File: config.mk
export PLATFORM = sky130hd
export DESIGN_NAME = page_write_commit
export DESIGN_NICKNAME = d
export VERILOG_FILES = /design/src/rtl/pgc_pkg.sv /design/src/rtl/pgc_latch.sv /design/src/rtl/pgc_timer.sv /design/src/rtl/page_write_commit.sv
export SDC_FILE = /design/constraint.sdc
export NUM_CORES = 1
export LEC_CHECK = 0
export BUFFER_PORTS_ARGS = -buffer_cell sky130_fd_sc_hd__buf_2
export CAP_MARGIN = 20
export CORE_MARGIN = 2
export CORE_UTILIZATION = 30
export DETAILED_ROUTE_END_ITERATION = 6
export HOLD_SLACK_MARGIN = 0.05
export PLACE_DENSITY = 0.42
export SYNTH_ARGS = -nofsm -noshare
export SYNTH_HDL_FRONTEND = slang
export SYNTH_HIERARCHICAL = 1
export SYNTH_SLANG_ARGS = --single-unit
File: constraint.sdc
create_clock -name clk -period 7.35 [get_ports clk]
set_input_delay 0 -clock clk [delete_from_list [all_inputs] [get_ports clk]]
set_output_delay 0 -clock clk [all_outputs]
set_load 0.02 [all_outputs]
File: src/rtl/pgc_pkg.sv
package pgc_pkg;
    typedef enum logic [2:0] {
        ST_IDLE,
        ST_COLLECT,
        ST_FILL,
        ST_PROG,
        ST_HOLD
    } pgc_state_e;
endpackage

File: src/rtl/pgc_latch.sv
module pgc_latch #(
    parameter int PAGE = 128,
    parameter int DW   = 8,
    localparam int OW  = $clog2(PAGE)
) (
    input  logic            clk,
    input  logic            rst_n,
    input  logic            wr_en,
    input  logic            mark,
    input  logic            clr,
    input  logic [OW-1:0]   wr_idx,
    input  logic [DW-1:0]   wr_data,
    input  logic [OW-1:0]   rd_idx,
    output logic [DW-1:0]   rd_data,
    output logic [PAGE-1:0] mask,
    output logic            any
);
    logic [DW-1:0]   store [PAGE];
    logic [PAGE-1:0] hit;

    // one decoder per entry: marks bytes the bus command wrote
    for (genvar g = 0; g < PAGE; g++) begin : g_hit
        assign hit[g] = wr_en && mark && (wr_idx == OW'(g));
    end

    always_ff @(posedge clk or negedge rst_n) begin
        if (!rst_n)    mask <= '0;
        else if (clr)  mask <= '0;
        else           mask <= mask | hit;
    end

    always_ff @(posedge clk) begin
        if (wr_en) store[wr_idx] <= wr_data;
    end

    assign rd_data = store[rd_idx];
    assign any     = |mask;
endmodule

File: src/rtl/pgc_timer.sv
module pgc_timer #(
    parameter int CYCLES = 300,
    localparam int TW    = $clog2(CYCLES + 1)
) (
    input  logic clk,
    input  logic rst_n,
    input  logic load,
    input  logic run,
    output logic zero
);
    logic [TW-1:0] cnt_q;

    always_ff @(posedge clk or negedge rst_n) begin
        if (!rst_n)                     cnt_q <= '0;
        else if (load)                  cnt_q <= TW'(CYCLES - 1);
        else if (run && cnt_q != '0)    cnt_q <= cnt_q - 1'b1;
    end

    assign zero = (cnt_q == '0);
endmodule

File: src/rtl/page_write_commit.sv
module page_write_commit
    import pgc_pkg::*;
#(
    parameter int ADDR_W     = 17,
    parameter int DW         = 8,
    parameter int PAGE       = 128,
    parameter int CYCLE_CLKS = 300   // must be at least 2*PAGE+2
) (
    input  logic              clk,
    input  logic              rst_n,
    input  logic              addr_load,
    input  logic [ADDR_W-1:0] addr_in,
    input  logic              byte_valid,
    input  logic [DW-1:0]     byte_data,
    input  logic              stop_pulse,
    input  logic              wp,
    output logic [ADDR_W-1:0] arr_addr,
    output logic              arr_re,
    output logic              arr_we,
    output logic [DW-1:0]     arr_wdata,
    input  logic [DW-1:0]     arr_rdata,
    output logic              busy
);
    localparam int OW = $clog2(PAGE);
    localparam int PW = ADDR_W - OW;
    localparam int CW = $clog2(PAGE + 1);
    localparam logic [CW-1:0] CNT_END  = CW'(PAGE);
    localparam logic [CW-1:0] CNT_LAST = CW'(PAGE - 1);

    pgc_state_e state_q, state_d;
    logic [PW-1:0] page_q;
    logic [OW-1:0] ptr_q;
    logic [CW-1:0] cnt_q;

    logic            lat_we, lat_mark, lat_clr, lat_any;
    logic [OW-1:0]   lat_widx;
    logic [DW-1:0]   lat_wdata, lat_rdata;
    logic [PAGE-1:0] lat_mask;
    logic            tmr_load, tmr_zero;

    logic          in_cmd, take_load, take_byte, commit_go;
    logic [OW-1:0] fill_idx;

    assign in_cmd    = (state_q == ST_IDLE) || (state_q == ST_COLLECT);
    assign take_load = in_cmd && addr_load && !stop_pulse;
    assign take_byte = (state_q == ST_COLLECT) && byte_valid && !stop_pulse && !addr_load;
    assign commit_go = (state_q == ST_COLLECT) && stop_pulse && lat_any && !wp;
    assign fill_idx  = OW'(cnt_q - 1'b1);

    pgc_latch #(.PAGE(PAGE), .DW(DW)) u_latch (
        .clk     (clk),
        .rst_n   (rst_n),
        .wr_en   (lat_we),
        .mark    (lat_mark),
        .clr     (lat_clr),
        .wr_idx  (lat_widx),
        .wr_data (lat_wdata),
        .rd_idx  (cnt_q[OW-1:0]),
        .rd_data (lat_rdata),
        .mask    (lat_mask),
        .any     (lat_any)
    );

    pgc_timer #(.CYCLES(CYCLE_CLKS)) u_timer (
        .clk   (clk),
        .rst_n (rst_n),
        .load  (tmr_load),
        .run   (busy),
        .zero  (tmr_zero)
    );

    // state register
    always_ff @(posedge clk or negedge rst_n) begin
        if (!rst_n) state_q <= ST_IDLE;
        else        state_q <= state_d;
    end

    // transitions
    always_comb begin
        state_d = state_q;
        unique case (state_q)
            ST_IDLE:    if (take_load) state_d = ST_COLLECT;
            ST_COLLECT: if (stop_pulse) state_d = commit_go ? ST_FILL : ST_IDLE;
            ST_FILL:    if (cnt_q == CNT_END) state_d = ST_PROG;
            ST_PROG:    if (cnt_q == CNT_LAST) state_d = ST_HOLD;
            ST_HOLD:    if (tmr_zero) state_d = ST_IDLE;
            default:    state_d = ST_IDLE;
        endcase
    end

    // page base, in-page pointer and sweep counter
    always_ff @(posedge clk or negedge rst_n) begin
        if (!rst_n) begin
            page_q <= '0;
            ptr_q  <= '0;
            cnt_q  <= '0;
        end else begin
            if (take_load) begin
                page_q <= addr_in[ADDR_W-1:OW];
                ptr_q  <= addr_in[OW-1:0];
            end else if (take_byte) begin
                ptr_q  <= ptr_q + 1'b1;   // wraps inside the page
            end
            if (commit_go)                      cnt_q <= '0;
            else if (state_q == ST_FILL)        cnt_q <= (cnt_q == CNT_END) ? '0 : cnt_q + 1'b1;
            else if (state_q == ST_PROG)        cnt_q <= cnt_q + 1'b1;
        end
    end

    // outputs and latch control
    always_comb begin
        busy      = 1'b0;
        arr_re    = 1'b0;
        arr_we    = 1'b0;
        arr_addr  = {page_q, cnt_q[OW-1:0]};
        arr_wdata = lat_rdata;
        lat_we    = take_byte;
        lat_mark  = 1'b1;
        lat_widx  = ptr_q;
        lat_wdata = byte_data;
        lat_clr   = take_load
                 || ((state_q == ST_COLLECT) && stop_pulse && !commit_go)
                 || ((state_q == ST_HOLD) && tmr_zero);
        tmr_load  = commit_go;
        unique case (state_q)
            ST_FILL: begin
                busy   = 1'b1;
                arr_re = (cnt_q != CNT_END);
                if (cnt_q != '0 && !lat_mask[fill_idx]) begin
                    lat_we    = 1'b1;
                    lat_mark  = 1'b0;
                    lat_widx  = fill_idx;
                    lat_wdata = arr_rdata;
                end
            end
            ST_PROG: begin
                busy   = 1'b1;
                arr_we = 1'b1;
            end
            ST_HOLD:    busy = 1'b1;
            ST_IDLE:    ;
            ST_COLLECT: ;
            default:    ;
        endcase
    end
endmodule

# [Yosys cells after proc, flatten, opt, wreduce, memory -nomap -nowiden]
# Memories as Yosys holds them, arrays and structs flattened.
# Cells that the tools add are included.
[totals] elab_cells=343 ff_bits=165 n_memories=1 inputBits=39 ramBits=1024
[classes] mux=31 bitwise_logic=1 order_cmp=1 add_sub_neg=4 eq_ne=139 reduce_logical=160
[mem_list] memory="u_latch.store" words=128 word_bits=8 read_ports=1 rd_ports_with_merged_regs=0 write_ports=1 line="pgc_latch.sv:18" rtl="logic [DW-1:0] store [PAGE];"
[op_table] cell="equality test 7 bit, second input constant" count=64
[op_table] cell="equality test 7 x 6 -> 1 bit, second input constant" count=32
[op_table] cell="logical AND 1 bit" count=141
[op_table] cell="2-to-1 mux 128 bit" count=1
[op_table] cell="OR 128 bit" count=1
[op_table] cell="OR reduction 128 bit" count=1
[op_table] cell="equality test 7 x 5 -> 1 bit, second input constant" count=16
[op_table] cell="equality test 7 x 4 -> 1 bit, second input constant" count=8
[op_table] cell="2-to-1 mux 8 bit" count=6
[op_table] cell="equality test 7 x 3 -> 1 bit, second input constant" count=4
[op_table] cell="2-to-1 mux 7 bit" count=4
[op_table] cell="2-to-1 mux 9 bit" count=2
[op_table] cell="2-to-1 mux 3 bit" count=5
[op_table] cell="one-hot mux 3 bit (5 select lines)" count=1
[op_table] cell="equality test 7 x 2 -> 1 bit, second input constant" count=2
[op_table] cell="2-to-1 mux 1 bit" count=10
[op_table] cell="inequality test 2 bit, second input constant" count=5
[op_table] cell="logical NOT 9 bit" count=1
[op_table] cell="nonzero test 9 bit" count=1
[op_table] cell="subtractor 9 x 1 -> 9 bit, second input constant" count=1
[op_table] cell="adder 8 x 1 -> 8 bit, second input constant" count=1
[op_table] cell="equality test 8 x 7 -> 1 bit, second input constant" count=1
[op_table] cell="equality test 8 bit, second input constant" count=1
[op_table] cell="< comparator 7 x 8 -> 1 bit, second input constant" count=1
[op_table] cell="18 further kinds" count=26

# [Logic depth before layout (Yosys ltp)]
[logic_depth] depth_word=11 mapped_depth=21 ltp_nobuf=13

# [Modules after synthesis]
# The synthesis kept the hierarchy.
[modules_own_cells] module="pgc_latch" cells_each=2119 area_each_um2=44372.6 n_inst=1 seq_area_each_um2=33952.6
[modules_own_cells] module="page_write_commit" cells_each=297 area_each_um2=3040.4 n_inst=1 seq_area_each_um2=700.7
[modules_own_cells] module="pgc_timer" cells_each=49 area_each_um2=499.2 n_inst=1 seq_area_each_um2=225.2

# [Least setup slack after synthesis]
# OpenSTA, ideal clock, no wires.
[synth_path] kind="register to register" start="register, netlist name cnt_q[0]" end="memory u_latch.store[40][0], enable pin" stages_incl_launch_ff=18 period_less_slack_ns=5.929 arrival_time_ns=5.559 path_slack_ns=1.421 setup_ns=0.370 t_required_ns=6.980 path_cell_list="dfrtp_1 buf_4 buf_2 clkinv_1 ha_1 buf_4 nor3b_4 xnor2_1 mux4_2 or2_0 a32o_2 a211oi_4 buf_8 mux2_4 clkbuf_1 nor3b_1 nand2_1 nor2_1"
[synth_rtl] element="to (decl)" line="pgc_latch.sv:18"

==> flow_summary_export.csv <==
group,metric,value,unit
global_routing,grt_pass1_wl,195000,um
final_layout,fin_nets,2698,
sta,finalMaxSlewViolations,0,
sta,fin_crit_sh,91.1,%
critical_path,required,7.72,ns
sta,worstMarginPinSlew,1.22,ns
die,rows,146,
run,cap_viol_max_count,0,
global_routing,grt.overflow.total,0,
logic_synthesis,ys_ff_latch,1189,
detailed_routing,met3_length,8500,um
sta,fmax,149,MHz
logic_synthesis,synth_area_leaders,"edfxtp_1 (64%), mux4_2 (17%), dfrtp_1 (8.6%)",
cts,cts_root_buf,"clkbuf_16",
cts,clk_latency,0.76,ns
detailed_routing,wl_per_cell,28.0,um
sta,grt_setup_unrepaired,"no",
logic_synthesis,synth_cell_types,64,
global_routing,first_global_vias,25900,
logic_synthesis,synth_ff_type,"edfxtp_1",
detailed_routing,ant_nets,0,
place,place_hpwl,83800,um
sta,slew_headroom,18.7,%
detailed_routing,dr.pass1.iters,5,
logic_synthesis,synth-async-reset-ratio,13.9,%
logic_synthesis,seq_area_frac_synth,72.8,%
logic_synthesis,avgSynthCellArea,19.4,um^2
cts,cts_sinks,1189,
die,die_h,404,um
die,die_area,0.163,mm^2
sta,min_period,6.70,ns
detailed_routing,met1Wirelength,58000,um
detailed_routing,drt_wl_total,135000,um
critical_path,arrival,7.07,ns
cts,htreeDepth,4,
die,floorplan.die.width,404,um
global_routing,grt_max_degree,138,
final_layout,layout-drive-gt1-share,27.5,%
sta,finalSetupTns,0,ns
logic_synthesis,synth_nets,2508,
detailed_routing,via_count,25000,
critical_path,r2r_start,"cnt_q[0]",
detailed_routing,initialDrtViolationCount,2613,
hold_path,hold_path_class,"in -> reg",
logic_synthesis,yosysTopAreaCell,"edfxtp_1",
outcome,status,"finished clean",
logic_synthesis,synth-edff-count,1024,
power_and_ir_drop,p_leak,18.0,nW
logic_synthesis,yosysTopAreaCellShare,64.2,%
die,boundaryPins,67,
global_routing,grt_usage,16.7,%
die,core_area,0.159,mm^2
critical_path,reg2reg_depth,13,
power_and_ir_drop,vdd_ir_drop_max,0.000241,V
power_and_ir_drop,powerDensity,409,mW/mm^2
critical_path,crit_type,"reg -> reg",
detailed_routing,top_layer,"met5",
logic_synthesis,ys.warnings.count,6,
cts,clk_pin_slew_worst_paths,0.05,ns
final_layout,final_cell_mix,"edfxtp_1 (1024), mux4_2 (369), nor2_1 (306), dfrtp_1 (160), clkbuf_16 (141)",
detailed_routing,dr_wl_met2,64700,um
power_and_ir_drop,total_power,22.8,mW
final_layout,final_common_cell,"edfxtp_1",
critical_path,crit_path_end_kind,"flop",
critical_path,worstSetupStartpointType,"flop",
sta,skew,0.0291,ns
cts,cts_tree,"yes",
die,start_util,30.2,%
sta,setup_viol,0,
critical_path,crit_path_end,"u_latch/store[46][2]",
critical_path,crit_path_start,"cnt_q[0]",
place,portBuffers,66,
sta,hold_viol_final,0,
detailed_routing,drc,0,
logic_synthesis,synth_area,0.0479,mm^2
critical_path,r2r_setup_slack,0.65,ns
logic_synthesis,syn_inst,2465,
final_layout,nFillCells,14700,
sta,whs,0.165,ns
critical_path,worst-path-max-fanout,23,
global_routing,antenna_found_initial,12,
cts,clockBufferDepth,3,
detailed_routing,post_drt_via_cell_ratio,5.17,
critical_path,regToRegEndpoint,"u_latch/store[46][2]",
final_layout,area_delta_synth_final,16.6,%
cts,cts_buffers,135,
place,place.gp.congestion,0.815,
-- worst min path at each step --
| stage | start | depth (start not counted) | endpoint | slack, ns |
|---|---|---|---|---|
| floorplan | rst_n | 0 | cnt_q[0] | -0.30 |
| finish | arr_rdata[2] | 2 | u_latch/store[98][2] | 0.16 |
| CTS | arr_rdata[7] | 2 | u_latch/store[102][7] | 0.15 |
| detailed placement | rst_n | 1 | ptr_q[4] | 0.14 |
| global route | arr_rdata[7] | 2 | u_latch/store[102][7] | 0.17 |
| global placement | rst_n | 1 | ptr_q[1] | 0.14 |
-- routing by layer --
metal | GRT usage (%) | vias to the layer above
li1 | - | 10400
met1 | 22.5 | 13500
met2 | 26.7 | 850
met3 | 3.86 | 219
met4 | 5.85 | 4
met5 | 0 | -
-- power by group --
group,switching [mW],internal [mW]
combinational,4.89,2.94
clock,2.70,3.79
sequential,0.253,8.25
total,7.85,15.0
-- state kept, by name (all words and copies together) (netlist names) --
name,flops
u_latch/store,1024
page_q,10
u_latch/mask,128
ptr_q,7
u_timer/cnt_q,9
cnt_q,8
state_q,3
-- critical path, stage by stage (launching register included) --
cell       delay (ns)
dfrtp_4          0.71
clkinv_1         0.18
ha_1             0.85
buf_4            0.31
mux4_2           0.32
and2_1           0.17
a2111oi_0        0.55
o211ai_1         0.28
a211oi_4         0.59
mux2i_1          0.77
nor3b_2          0.28
buf_4            0.31
nand2_1          0.29
nor2_1           0.69
-- per-stage QoR --
stage	area, um^2	instances	setup slack (ns)	util, %
after floorplan	47900	2465	1.42	-
after global placement	50700	4513	0.587	32.0
after global routing	55800	4830	0.147	35.2
after detailed placement	50700	4513	0.555	32.0
final	55800	4832	0.651	35.2
after CTS	55700	4824	0.0993	35.1
-- synthesized netlist by cell type, types with 3 or more instances --
cell,n
edfxtp_1,1024
mux4_2,369
nor2_1,306
dfrtp_1,165
a21oi_1,135
clkbuf_1,86
nand2_1,48
nor4_1,39
mux2_2,26
buf_2,25
o21ai_0,24
buf_1,23
nand2b_1,18
buf_4,15
nand4_1,13
xnor2_1,9
inv_1,8
a211oi_1,7
nand3b_1,7
nor3b_1,7
o22ai_1,7
or3b_2,7
mux2_4,6
mux2i_1,6
nand3_1,6
nor3_1,6
or3_1,6
o31ai_1,5
ha_1,4
nor2b_1,4
a2111oi_0,3
and2_1,3
and3_1,3
and3b_1,3
or4_1,3
xor2_1,3
-- cell type report --
cell class / instances / area [um^2] / share of cell area (%)
Tap cell: 2072 / 2590 / 4.64
Clock inverter: 68 / 557 / 0.997
Timing Repair Buffer: 205 / 1690 / 3.03
Clock buffer: 172 / 3680 / 6.60
Inverter: 9 / 33.8 / 0.0605
Sequential cell: 1189 / 34900 / 62.5
Antenna cell: 2 / 5.00 / 0.00896
Multi-Input combinational cell: 1115 / 12400 / 22.2
-- timing repair --
| action | in CTS | in global routing |
|---|---|---|
| setup buffers | 0 | 0 |
| gates resized for setup | 0 | 1 |
| hold buffers | 71 | 0 |
| hold endpoints to repair | 174 | 0 |
| setup endpoints to repair | 0 | 8 |
-- logic make-up after synthesis --
group / synth area share, %
flops: 72.8
xor+xnor: 0.219
buf+inv: 1.50
fa+ha+maj: 0.104
compound gates: 2.39
simple gates: 4.72
mux: 18.3
Note: power is estimated with default switching activity, not from simulation.
